**src/rtl/ptr_modify_pkg.sv**
```systemverilog
package ptr_modify_pkg;

   typedef enum logic [2:0] {
      STEP_HOLD = 3'd0,
      STEP_INC1 = 3'd1,
      STEP_DEC1 = 3'd2,
      STEP_INC2 = 3'd3,
      STEP_ADDJ = 3'd4,
      STEP_ADDK = 3'd5
   } step_e;

   function automatic step_e decode_step(input logic second, input logic [1:0] code);
      step_e s;
      if (!second) begin
         case (code)
            2'd0:    s = STEP_HOLD;
            2'd1:    s = STEP_INC1;
            2'd2:    s = STEP_DEC1;
            default: s = STEP_ADDJ;
         endcase
      end else begin
         case (code)
            2'd0:    s = STEP_INC1;
            2'd1:    s = STEP_HOLD;
            2'd2:    s = STEP_INC2;
            default: s = STEP_ADDK;
         endcase
      end
      return s;
   endfunction

endpackage

```
**src/rtl/ptr_step_decode.sv**
```systemverilog
module ptr_step_decode
   import ptr_modify_pkg::*;
(
   input  logic        second,
   input  logic [1:0]  code,
   output step_e       step
);

   always_comb begin
      step = decode_step(second, code);
   end

endmodule

```
**src/rtl/ptr_next_calc.sv**
```systemverilog
module ptr_next_calc
   import ptr_modify_pkg::*;
#(
   parameter int DATA_W  = 16,
   parameter bit WRAP_EN = 1'b1
) (
   input  logic [DATA_W-1:0] cur,
   input  step_e             step,
   input  logic [DATA_W-1:0] inc_j,
   input  logic [DATA_W-1:0] inc_k,
   input  logic [DATA_W-1:0] bound_lo,
   input  logic [DATA_W-1:0] bound_hi,
   output logic [DATA_W-1:0] nxt
);

   logic [DATA_W-1:0] stepped;

   always_comb begin
      case (step)
         STEP_INC1: stepped = cur + DATA_W'(1);
         STEP_DEC1: stepped = cur - DATA_W'(1);
         STEP_INC2: stepped = cur + DATA_W'(2);
         STEP_ADDJ: stepped = cur + inc_j;
         STEP_ADDK: stepped = cur + inc_k;
         default:   stepped = cur;
      endcase
   end

   generate
      if (WRAP_EN) begin : g_wrap
         logic hit;
         always_comb begin
            hit = (step == STEP_INC1) && (bound_hi != '0) && (cur == bound_hi);
            nxt = hit ? bound_lo : stepped;
         end
      end else begin : g_nowrap
         logic [2*DATA_W-1:0] unused_bounds;
         assign unused_bounds = {bound_lo, bound_hi};
         assign nxt = stepped;
      end
   endgenerate

endmodule

```
**src/rtl/ptr_imm_extend.sv**
```systemverilog
module ptr_imm_extend #(
   parameter int DATA_W = 16,
   parameter int IMM_W  = 9
) (
   input  logic [IMM_W-1:0]  imm,
   input  logic              sign_ext,
   output logic [DATA_W-1:0] word
);

   generate
      if (IMM_W == DATA_W) begin : g_full
         logic unused_sign;
         assign unused_sign = sign_ext;
         assign word = imm;
      end else begin : g_ext
         localparam int PAD_W = DATA_W - IMM_W;
         assign word = {{PAD_W{sign_ext & imm[IMM_W-1]}}, imm};
      end
   endgenerate

endmodule

```
**src/rtl/ptr_modify_unit.sv**
```systemverilog
module ptr_modify_unit
   import ptr_modify_pkg::*;
#(
   parameter int DATA_W  = 16,
   parameter int NPTR    = 4,
   parameter int IMM_W   = 9,
   parameter bit WRAP_EN = 1'b1
) (
   input  logic                        clk,
   input  logic                        rst_n,
   input  logic                        acc_en,
   input  logic                        acc_second,
   input  logic [$clog2(NPTR)+1:0]     acc_field,
   input  logic                        imm_we,
   input  logic [$clog2(NPTR+4)-1:0]   imm_sel,
   input  logic [IMM_W-1:0]            imm_val,
   output logic [DATA_W-1:0]           addr_out,
   output logic                        addr_valid
);

   localparam int PSEL_W  = $clog2(NPTR);
   localparam int FIELD_W = PSEL_W + 2;
   localparam int RSEL_W  = $clog2(NPTR + 4);
   localparam int J_CODE  = NPTR;
   localparam int K_CODE  = NPTR + 1;
   localparam int LO_CODE = NPTR + 2;
   localparam int HI_CODE = NPTR + 3;

   generate
      if (NPTR < 2 || (1 << PSEL_W) != NPTR) begin : g_bad_nptr
         $error("NPTR must be a power of two of at least 2");
      end
      if (IMM_W < 2 || IMM_W > DATA_W) begin : g_bad_imm
         $error("IMM_W must lie between 2 and DATA_W");
      end
   endgenerate

   logic [DATA_W-1:0] ptr_q [NPTR];
   logic [DATA_W-1:0] j_q, k_q, rb_q, re_q;
   logic [NPTR*DATA_W-1:0] ptr_flat;

   logic [PSEL_W-1:0] sel;
   logic [1:0]        code;
   logic [DATA_W-1:0] cur;
   logic [DATA_W-1:0] nxt;
   logic [DATA_W-1:0] imm_word;
   logic              imm_signed;
   step_e             step;

   assign sel  = acc_field[FIELD_W-1 -: PSEL_W];
   assign code = acc_field[1:0];
   assign cur  = ptr_q[sel];

   assign addr_out   = cur;
   assign addr_valid = acc_en;

   ptr_step_decode u_dec (
      .second (acc_second),
      .code   (code),
      .step   (step)
   );

   ptr_next_calc #(.DATA_W(DATA_W), .WRAP_EN(WRAP_EN)) u_calc (
      .cur      (cur),
      .step     (step),
      .inc_j    (j_q),
      .inc_k    (k_q),
      .bound_lo (rb_q),
      .bound_hi (re_q),
      .nxt      (nxt)
   );

   assign imm_signed = (imm_sel == RSEL_W'(J_CODE)) || (imm_sel == RSEL_W'(K_CODE));

   ptr_imm_extend #(.DATA_W(DATA_W), .IMM_W(IMM_W)) u_ext (
      .imm      (imm_val),
      .sign_ext (imm_signed),
      .word     (imm_word)
   );

   generate
      for (genvar p = 0; p < NPTR; p++) begin : g_ptr
         always_ff @(posedge clk or negedge rst_n) begin
            if (!rst_n) begin
               ptr_q[p] <= '0;
            end else if (imm_we && imm_sel == RSEL_W'(p)) begin
               ptr_q[p] <= imm_word;
            end else if (acc_en && sel == PSEL_W'(p)) begin
               ptr_q[p] <= nxt;
            end
         end
         assign ptr_flat[p*DATA_W +: DATA_W] = ptr_q[p];
      end
   endgenerate

   always_ff @(posedge clk or negedge rst_n) begin
      if (!rst_n) begin
         j_q  <= '0;
         k_q  <= '0;
         rb_q <= '0;
         re_q <= '0;
      end else if (imm_we) begin
         if (imm_sel == RSEL_W'(J_CODE))  j_q  <= imm_word;
         if (imm_sel == RSEL_W'(K_CODE))  k_q  <= imm_word;
         if (imm_sel == RSEL_W'(LO_CODE)) rb_q <= imm_word;
         if (imm_sel == RSEL_W'(HI_CODE)) re_q <= imm_word;
      end
   end

endmodule

```
**config.mk**
```make
export PLATFORM = sky130hd
export DESIGN_NAME = ptr_modify_unit
export DESIGN_NICKNAME = d
export VERILOG_FILES = /design/src/rtl/ptr_modify_pkg.sv /design/src/rtl/ptr_step_decode.sv /design/src/rtl/ptr_next_calc.sv /design/src/rtl/ptr_imm_extend.sv /design/src/rtl/ptr_modify_unit.sv
export SDC_FILE = /design/constraint.sdc
export NUM_CORES = 1
export LEC_CHECK = 0
export BUFFER_PORTS_ARGS = -buffer_cell sky130_fd_sc_hd__buf_2
export CORE_MARGIN = 3
export CORE_UTILIZATION = 60
export DETAILED_ROUTE_END_ITERATION = 7
export PLACE_DENSITY = 0.86
export SLEW_MARGIN = 20
export SYNTH_ARGS = -nofsm -noshare
export SYNTH_HDL_FRONTEND = slang
export SYNTH_SLANG_ARGS = --single-unit
```
**constraint.sdc**
```tcl
create_clock -name clk -period 9.83 [get_ports clk]
set_clock_uncertainty 0.15 [all_clocks]
set_input_delay 1.966 -clock clk [delete_from_list [all_inputs] [get_ports clk]]
set_output_delay 1.966 -clock clk [all_outputs]
set_load 0.05 [all_outputs]
```
=== Yosys cells after proc, flatten, opt, wreduce, memory -nomap -nowiden ===
Cells that the tools add are included.

* $lt $le $gt $ge: 1
* Equal/unequal tests: 18
* Add/sub/neg operators: 5
* Muxes and demuxes: 16
* $mul: 0
* Reductions and logical operators: 23
* Bitwise operators: 2
* Divide/modulo/power cells: 0
* Shift operators: 0

{| class="wikitable"
|+ Operator list
! operator !! number
|-
| $mux 16 || 11
|-
| $pmux 16 s5 || 1
|-
| $add 16x16->16 || 2
|-
| $bmux 16 s2 || 1
|-
| $eq 3x3->1 const B || 6
|-
| $pmux 3 s3 || 2
|-
| $add 16x1->16 const B || 1
|-
| $add 16x2->16 const B || 1
|-
| $eq 16x16->1 || 1
|-
| $reduce_bool 16->1 || 1
|-
| $sub 16x1->16 const B || 1
|-
| $eq 3x2->1 const B || 4
|-
| $logic_and 1x1->1 || 10
|-
| $reduce_and 2->1 || 4
|-
| $reduce_bool 2->1 || 4
|-
| $eq 2x2->1 const B || 3
|-
| $eq 3x1->1 const B || 2
|-
| $eq 2x1->1 const B || 2
|-
| $logic_not 2->1 || 2
|-
| $ge 3x3->1 const B || 1
|-
| $logic_not 3->1 || 1
|-
| $mux 3 || 1
|-
| $not 2->3 || 1
|-
| $and 1x1->1 || 1
|-
| $logic_or 1x1->1 || 1
|}

* Memory bits (writable): 0
* Input bits: 21
* Register bits: 104
* Memories: 0
* Output and inout port bits: 17
* Latch bits: 0
* Memory bits (read-only): 0

=== Longest topological paths before layout ===
* Depth in word-level cells: 9
* Gate-level depth with buffers: 14
* Depth with buffers taken out: 13

=== Modules after synthesis ===
Synthesis repeated with hierarchy kept, for this count alone.

* Cells, all modules: 824
* Area, all modules: 7,931.4 sq um

{| class="wikitable"
|+ Modules (own cells, without submodules)
! module !! area each (sq um) !! cells each !! times used
|-
| ptr_modify_unit || 5,896.9 || 523 || 1
|-
| ptr_next_calc || 1,873.0 || 281 || 1
|-
| ptr_imm_extend || 118.9 || 16 || 1
|-
| ptr_step_decode || 42.5 || 4 || 1
|}

=== Worst setup path after synthesis ===
No wires, ideal clock.

* Path type: input-to-reg
* From: input port acc_field[2]
* To: register ptr_q, in the netlist ptr_flat[30]
* Arrival time: 5,552 ps
* Stages: 13
* Path slack: 4,050 ps
* Data required time: 9,603 ps
* Cells stage by stage: buf_6 buf_6 mux4_2 ha_1 fa_1 a211oi_1 o21ai_0 a2111oi_0 nor2_1 or3_1 a31oi_1 nand2b_1 a21oi_1

* Cells in the longest elaborated chain, start to end: 9
* Elaborated cells on any way between the ends: 18
* Those cells by class: 5 x add/sub; 2 x eq/ne; 7 x mux; 1 x bitwise; 3 x reduce/logical

{| class="wikitable"
|+ Ends and longest elaborated chain
! item !! RTL line !! text
|-
| start: declaration || ptr_modify_unit.sv:13 || <nowiki>input logic [$clog2(NPTR)+1:0] acc_field,</nowiki>
|-
| $not 2->3 (not written as such) (*) || ptr_modify_unit.sv:52 || <nowiki>assign cur = ptr_q[sel];</nowiki>
|-
| $bmux 16 s2 (*) || ptr_modify_unit.sv:52 ||
|-
| $mux 16 (not written as such) (*) (2 in series) || ptr_modify_unit.sv:52 ||
|-
| net addr_out[0] || ptr_modify_unit.sv:17 || <nowiki>output logic [DATA_W-1:0] addr_out,</nowiki>
|-
| $add 16x16->16 (tied with other cells) || ptr_next_calc.sv:24 || <nowiki>STEP_ADDK: stepped = cur + inc_k;</nowiki>
|-
| $pmux 16 s5 or $logic_and 1x1->1 (tied branches) || ptr_next_calc.sv:19, ptr_next_calc.sv:33 ||
|-
| $mux 16 (*) || ptr_next_calc.sv:34 || <nowiki>nxt = hit ? bound_lo : stepped;</nowiki>
|-
| $mux 16 (*) || ptr_modify_unit.sv:88 || <nowiki>end else if (acc_en && sel == PSEL_W'(p)) begin</nowiki>
|-
| $mux 16 (*) || ptr_modify_unit.sv:86 || <nowiki>end else if (imm_we && imm_sel == RSEL_W'(p)) begin</nowiki>
|-
| end signal: indexed assignment || ptr_modify_unit.sv:87 || <nowiki>ptr_q[p] <= imm_word;</nowiki>
|-
| end signal: indexed assignment || ptr_modify_unit.sv:89 || <nowiki>ptr_q[p] <= nxt;</nowiki>
|-
| end: declaration || ptr_modify_unit.sv:38 || <nowiki>logic [DATA_W-1:0] ptr_q [NPTR];</nowiki>
|}

Mark *: on every way through the listed nets, which the timed path passes. The rest lies on a longest branch. The select of a mux whose other input is x is not followed.
A chain may end at the register's enable or synchronous reset.

=== Final worst setup path ===
* From: input port acc_field[2]
* To: register ptr_q, in the netlist ptr_flat[42]

* Cells in the longest elaborated chain, start to end: 9
* Elaborated cells on any way between the ends: 18
* Those cells by class: 5 x add/sub; 2 x eq/ne; 7 x mux; 1 x bitwise; 3 x reduce/logical

{| class="wikitable"
|+ Ends and longest elaborated chain
! item !! RTL line
|-
| $not 2->3 (not written as such) || ptr_modify_unit.sv:52
|-
| $bmux 16 s2 || ptr_modify_unit.sv:52
|-
| $mux 16 (not written as such) (2 in series) || ptr_modify_unit.sv:52
|-
| $add 16x16->16 (tied with other cells) || ptr_next_calc.sv:24
|-
| $pmux 16 s5 or $logic_and 1x1->1 (tied branches) || ptr_next_calc.sv:19, ptr_next_calc.sv:33
|-
| $mux 16 || ptr_next_calc.sv:34
|-
| $mux 16 || ptr_modify_unit.sv:88
|-
| $mux 16 || ptr_modify_unit.sv:86
|}

Parallel ways exist; a longest one is shown, timed or not. The select of a mux whose other input is x is not followed.

==> parameters.txt <==
Parameter                              Value

Logic synthesis
  Post-synthesis sequential area ratio    0.4103
  Mapped cell area    6342 um^2
  Top cell type by total area after synthesis    dfrtp_1
  Top area cells in the synthesized netlist    dfrtp_1 41%, mux2_2 5.9%, mux4_2 5.3%, nand2_1 4.9%, a21oi_1 3.9%
  Net count after synthesis    672
  Per-instance average area after synthesis    9.910 um^2
  Flop and latch count out of synthesis    104
  Post-synthesis cell type count    74
  Flip-flop cell with the highest count after synthesis    dfrtp_1
  EDFF count, synth    0
  Async set or reset register ratio after synthesis    1.000
  Ranking of synthesized cells by instance count    104 x dfrtp_1, 82 x nand2_1, 49 x a21oi_1
  Number of synthesis warnings    0
  Share of the synthesized area in the top cell type    0.4103
  Most instantiated library cell after synthesis    dfrtp_1
  Syn Inst Count    640

Finish
  Fin cells    794
  Fillcell total    787
  Synth-to-layout area growth    6.451%
  Number of nets in the finished design    688
  Share of post-route cells with drive strength above 1    0.1967
  Ant diodes    0

Critical path
  Crit path buf inv count    1
  Crit path largest cell delay    710 ps
  Start of the worst register-to-register path    ptr_flat[48]
  Timing startpoint of the critical path    acc_field[2]
  CP Cell Sequence    buf_2 > mux4_2 > ha_1 > fa_1 > a211oi_1 > o21ai_0 > a2111oi_0 > o211ai_1 > a21boi_0 > o311ai_0 > mux2i_1 > a21oi_1
  CP delay by family, top    compound AO/OA/AOI/OAI gates
  Required arrival time at the worst endpoint    9970 ps
  CP max FO    26
  Critical Path End Type    flop
  Startpoint-to-endpoint class of the critical path    input port to flop
  Cell with the largest stage delay on the worst path    a2111oi_0
  Data arrival time of the worst path    6560 ps
  Type of origin of the critical path    input port

Hold path
  Startpoint of the most critical hold path    ptr_flat[37]
  Type of the tightest min-delay check    flop to flop

Status
  Outcome    completed

STA
  Final-report setup violation count    0
  Slew @ Worst Pin    1054 ps
  Setup tns final    0 ps
  Worst hold margin    365.8 ps
  Pins over their slew limit    0
  Max Clk Rate    155.8 MHz
  RSZ-0062 raised after global routing    no
  Time the worst path needs with I/O delays and setup    6418 ps
  Post-route fraction of the period consumed by the critical path    0.6529
  Worst slew margin    0.2943
  Final Hold Viols    0

Die
  Starting Density    0.6314
  Chip height    108.8 um
  Number of top-level pins    38
  Site Rows    36
  Core region area    10040 um^2
  Overall die width    108.8 um
  Die Outline Area    11840 um^2

Detailed routing
  Vias/cell    6.950
  Via count    5518
  Iteration-0 DRC count of the detailed router    660
  Total wirelength of the detailed-routed design    18.13 mm
  First-pass iteration count of the detailed router    5
  Count of unresolved DRC violations after routing    0
  Final routed wire length divided by cell count    22.83 um
  Post-route ant nets    0

Placed design
  Port buffer count    37
  Detailed Place HPWL    12.66 mm
  Final weighted congestion in routability-driven placement    0.9366
  Number of instances in the placed design    778

Clock network
  Clock Root Buffer    clkbuf_8
  TritonCTS Sinks    104
  Clock-pin slew reported for the worst setup and hold paths after clock tree synthesis    100 ps
  Post CTS Setup Buffer Count    0
  Cts bufs inserted    9
  Clock tree from TritonCTS    done
  Max H-tree Level    3
  Count of hold-fix buffers inserted at cts    0
  # resized after CTS    0
  Maximum buffer depth of the clock tree    2
  Clock latency of the later-clocked register in the worst-skew pair    380 ps

Global route
  Via count of the first global-routing pass    5412
  All-layer global routing usage    0.3151
  Global-route wire length before repair    28.43 mm
  Residual overflow from global routing    0
  Maximum number of pins on one net before global-route repair    86
  Antenna violations before repair    1

Pwr
  P per Cell Area    235.4 nW/um^2
  Leakage power    2.979 nW
  Maximum ir drop on the vdd rail    124.4 uV

Flow run
  Reported max-cap violation count    0
-- per-layer routing --
metal  GRT usage  share of wire  vias up
met2      0.4978           0.47      340
met1      0.4304           0.40     2710
met3     0.06335           0.10       57
met4      0.1244          0.029        2
met5           0        0.00072        -
li1            -              -     2409
-- sequential cells by signal, indices dropped and copies added (netlist names) --
signal and flops:
ptr_flat 64, j_q 10, k_q 10, rb_q 10
re_q 10
-- worst paths after layout --
check,slack [ps],cells past startpoint,to
worst min-delay path,370,2,ptr_flat[37]
min in group asynchronous,1300,1,ptr_flat[43]
worst max register to register,5310,11,ptr_flat[42]
worst max-delay path,3410,12,ptr_flat[42]
max in group asynchronous,7170,2,ptr_flat[42]
worst min register to register,370,2,ptr_flat[37]
-- per-stage QoR --
step,instance area (um^2),utilization,power [mW],worst slack (ps)
6_report,6751,0.6721,1.589,3412
5_1_grt,6751,0.6721,1.669,3005
4_1_cts,6748,0.6718,1.569,3454
3_5_place_dp,6560,0.6531,1.308,3088
3_3_place_gp,6560,0.6531,1.280,3374
2_1_floorplan,6342,-,1.130,4050
-- tightest hold or removal path, cell delays in order, from the launching register on --
cell     delay, ps
dfrtp_1        360
a22oi_1         70
nand2_1         70
-- layout by cell type, fill, tap and decap left out, drive strengths merged, types with 3 or more instances in the layout --
cell	count
dfrtp	104
nand2	83
a21oi	50
buf	42
mux2	40
o21ai	39
nor2	34
a22oi	28
inv	26
xnor2	16
mux4	15
mux2i	12
ha	10
clkbuf	10
and2	10
nor3	9
nand2b	8
a31oi	8
and3	7
a22o	6
xor2	6
o22ai	6
o221a	6
nand3	5
nand4	5
a211oi	5
a21o	5
o211ai	5
nand4b	4
or3	4
a31o	4
a222oi	4
nor4	4
nor4b	3
a41oi	3
-- where the power goes --
part | switching [mW] | total, mW | leakage (nW) | internal, mW
Sequential | 0.0772 | 0.619 | 1.27 | 0.542
Combinational | 0.440 | 0.707 | 1.61 | 0.267
Clock | 0.160 | 0.264 | 0.0956 | 0.103
Total | 0.677 | 1.59 | 2.98 | 0.912
-- logic make-up (layout without fill, tap and decap cells) --
kind of cell	after synthesis	after routing	synth area share
AO/OA/AOI/OAI	188	188	0.1983
AND/OR/NAND/NOR	188	188	0.1491
flip-flops	104	104	0.4103
multiplexers	67	67	0.1462
buffers and inverters	59	80	0.04123
XOR/XNOR	22	22	0.03038
adder cells (fa/ha/maj)	12	12	0.02446
-- cell type report --
class | count | area, um^2 | share of cell area
clock inverter | 6 | 50.05 | 0.007413
clock buffer | 10 | 137.6 | 0.02039
inverter | 22 | 82.58 | 0.01223
timing repair buffer | 42 | 229.0 | 0.03391
sequential | 104 | 2603 | 0.3855
tap | 133 | 166.4 | 0.02465
multi-input combinational | 477 | 3483 | 0.5159
No activity file was read; power rests on OpenSTA's default activity.
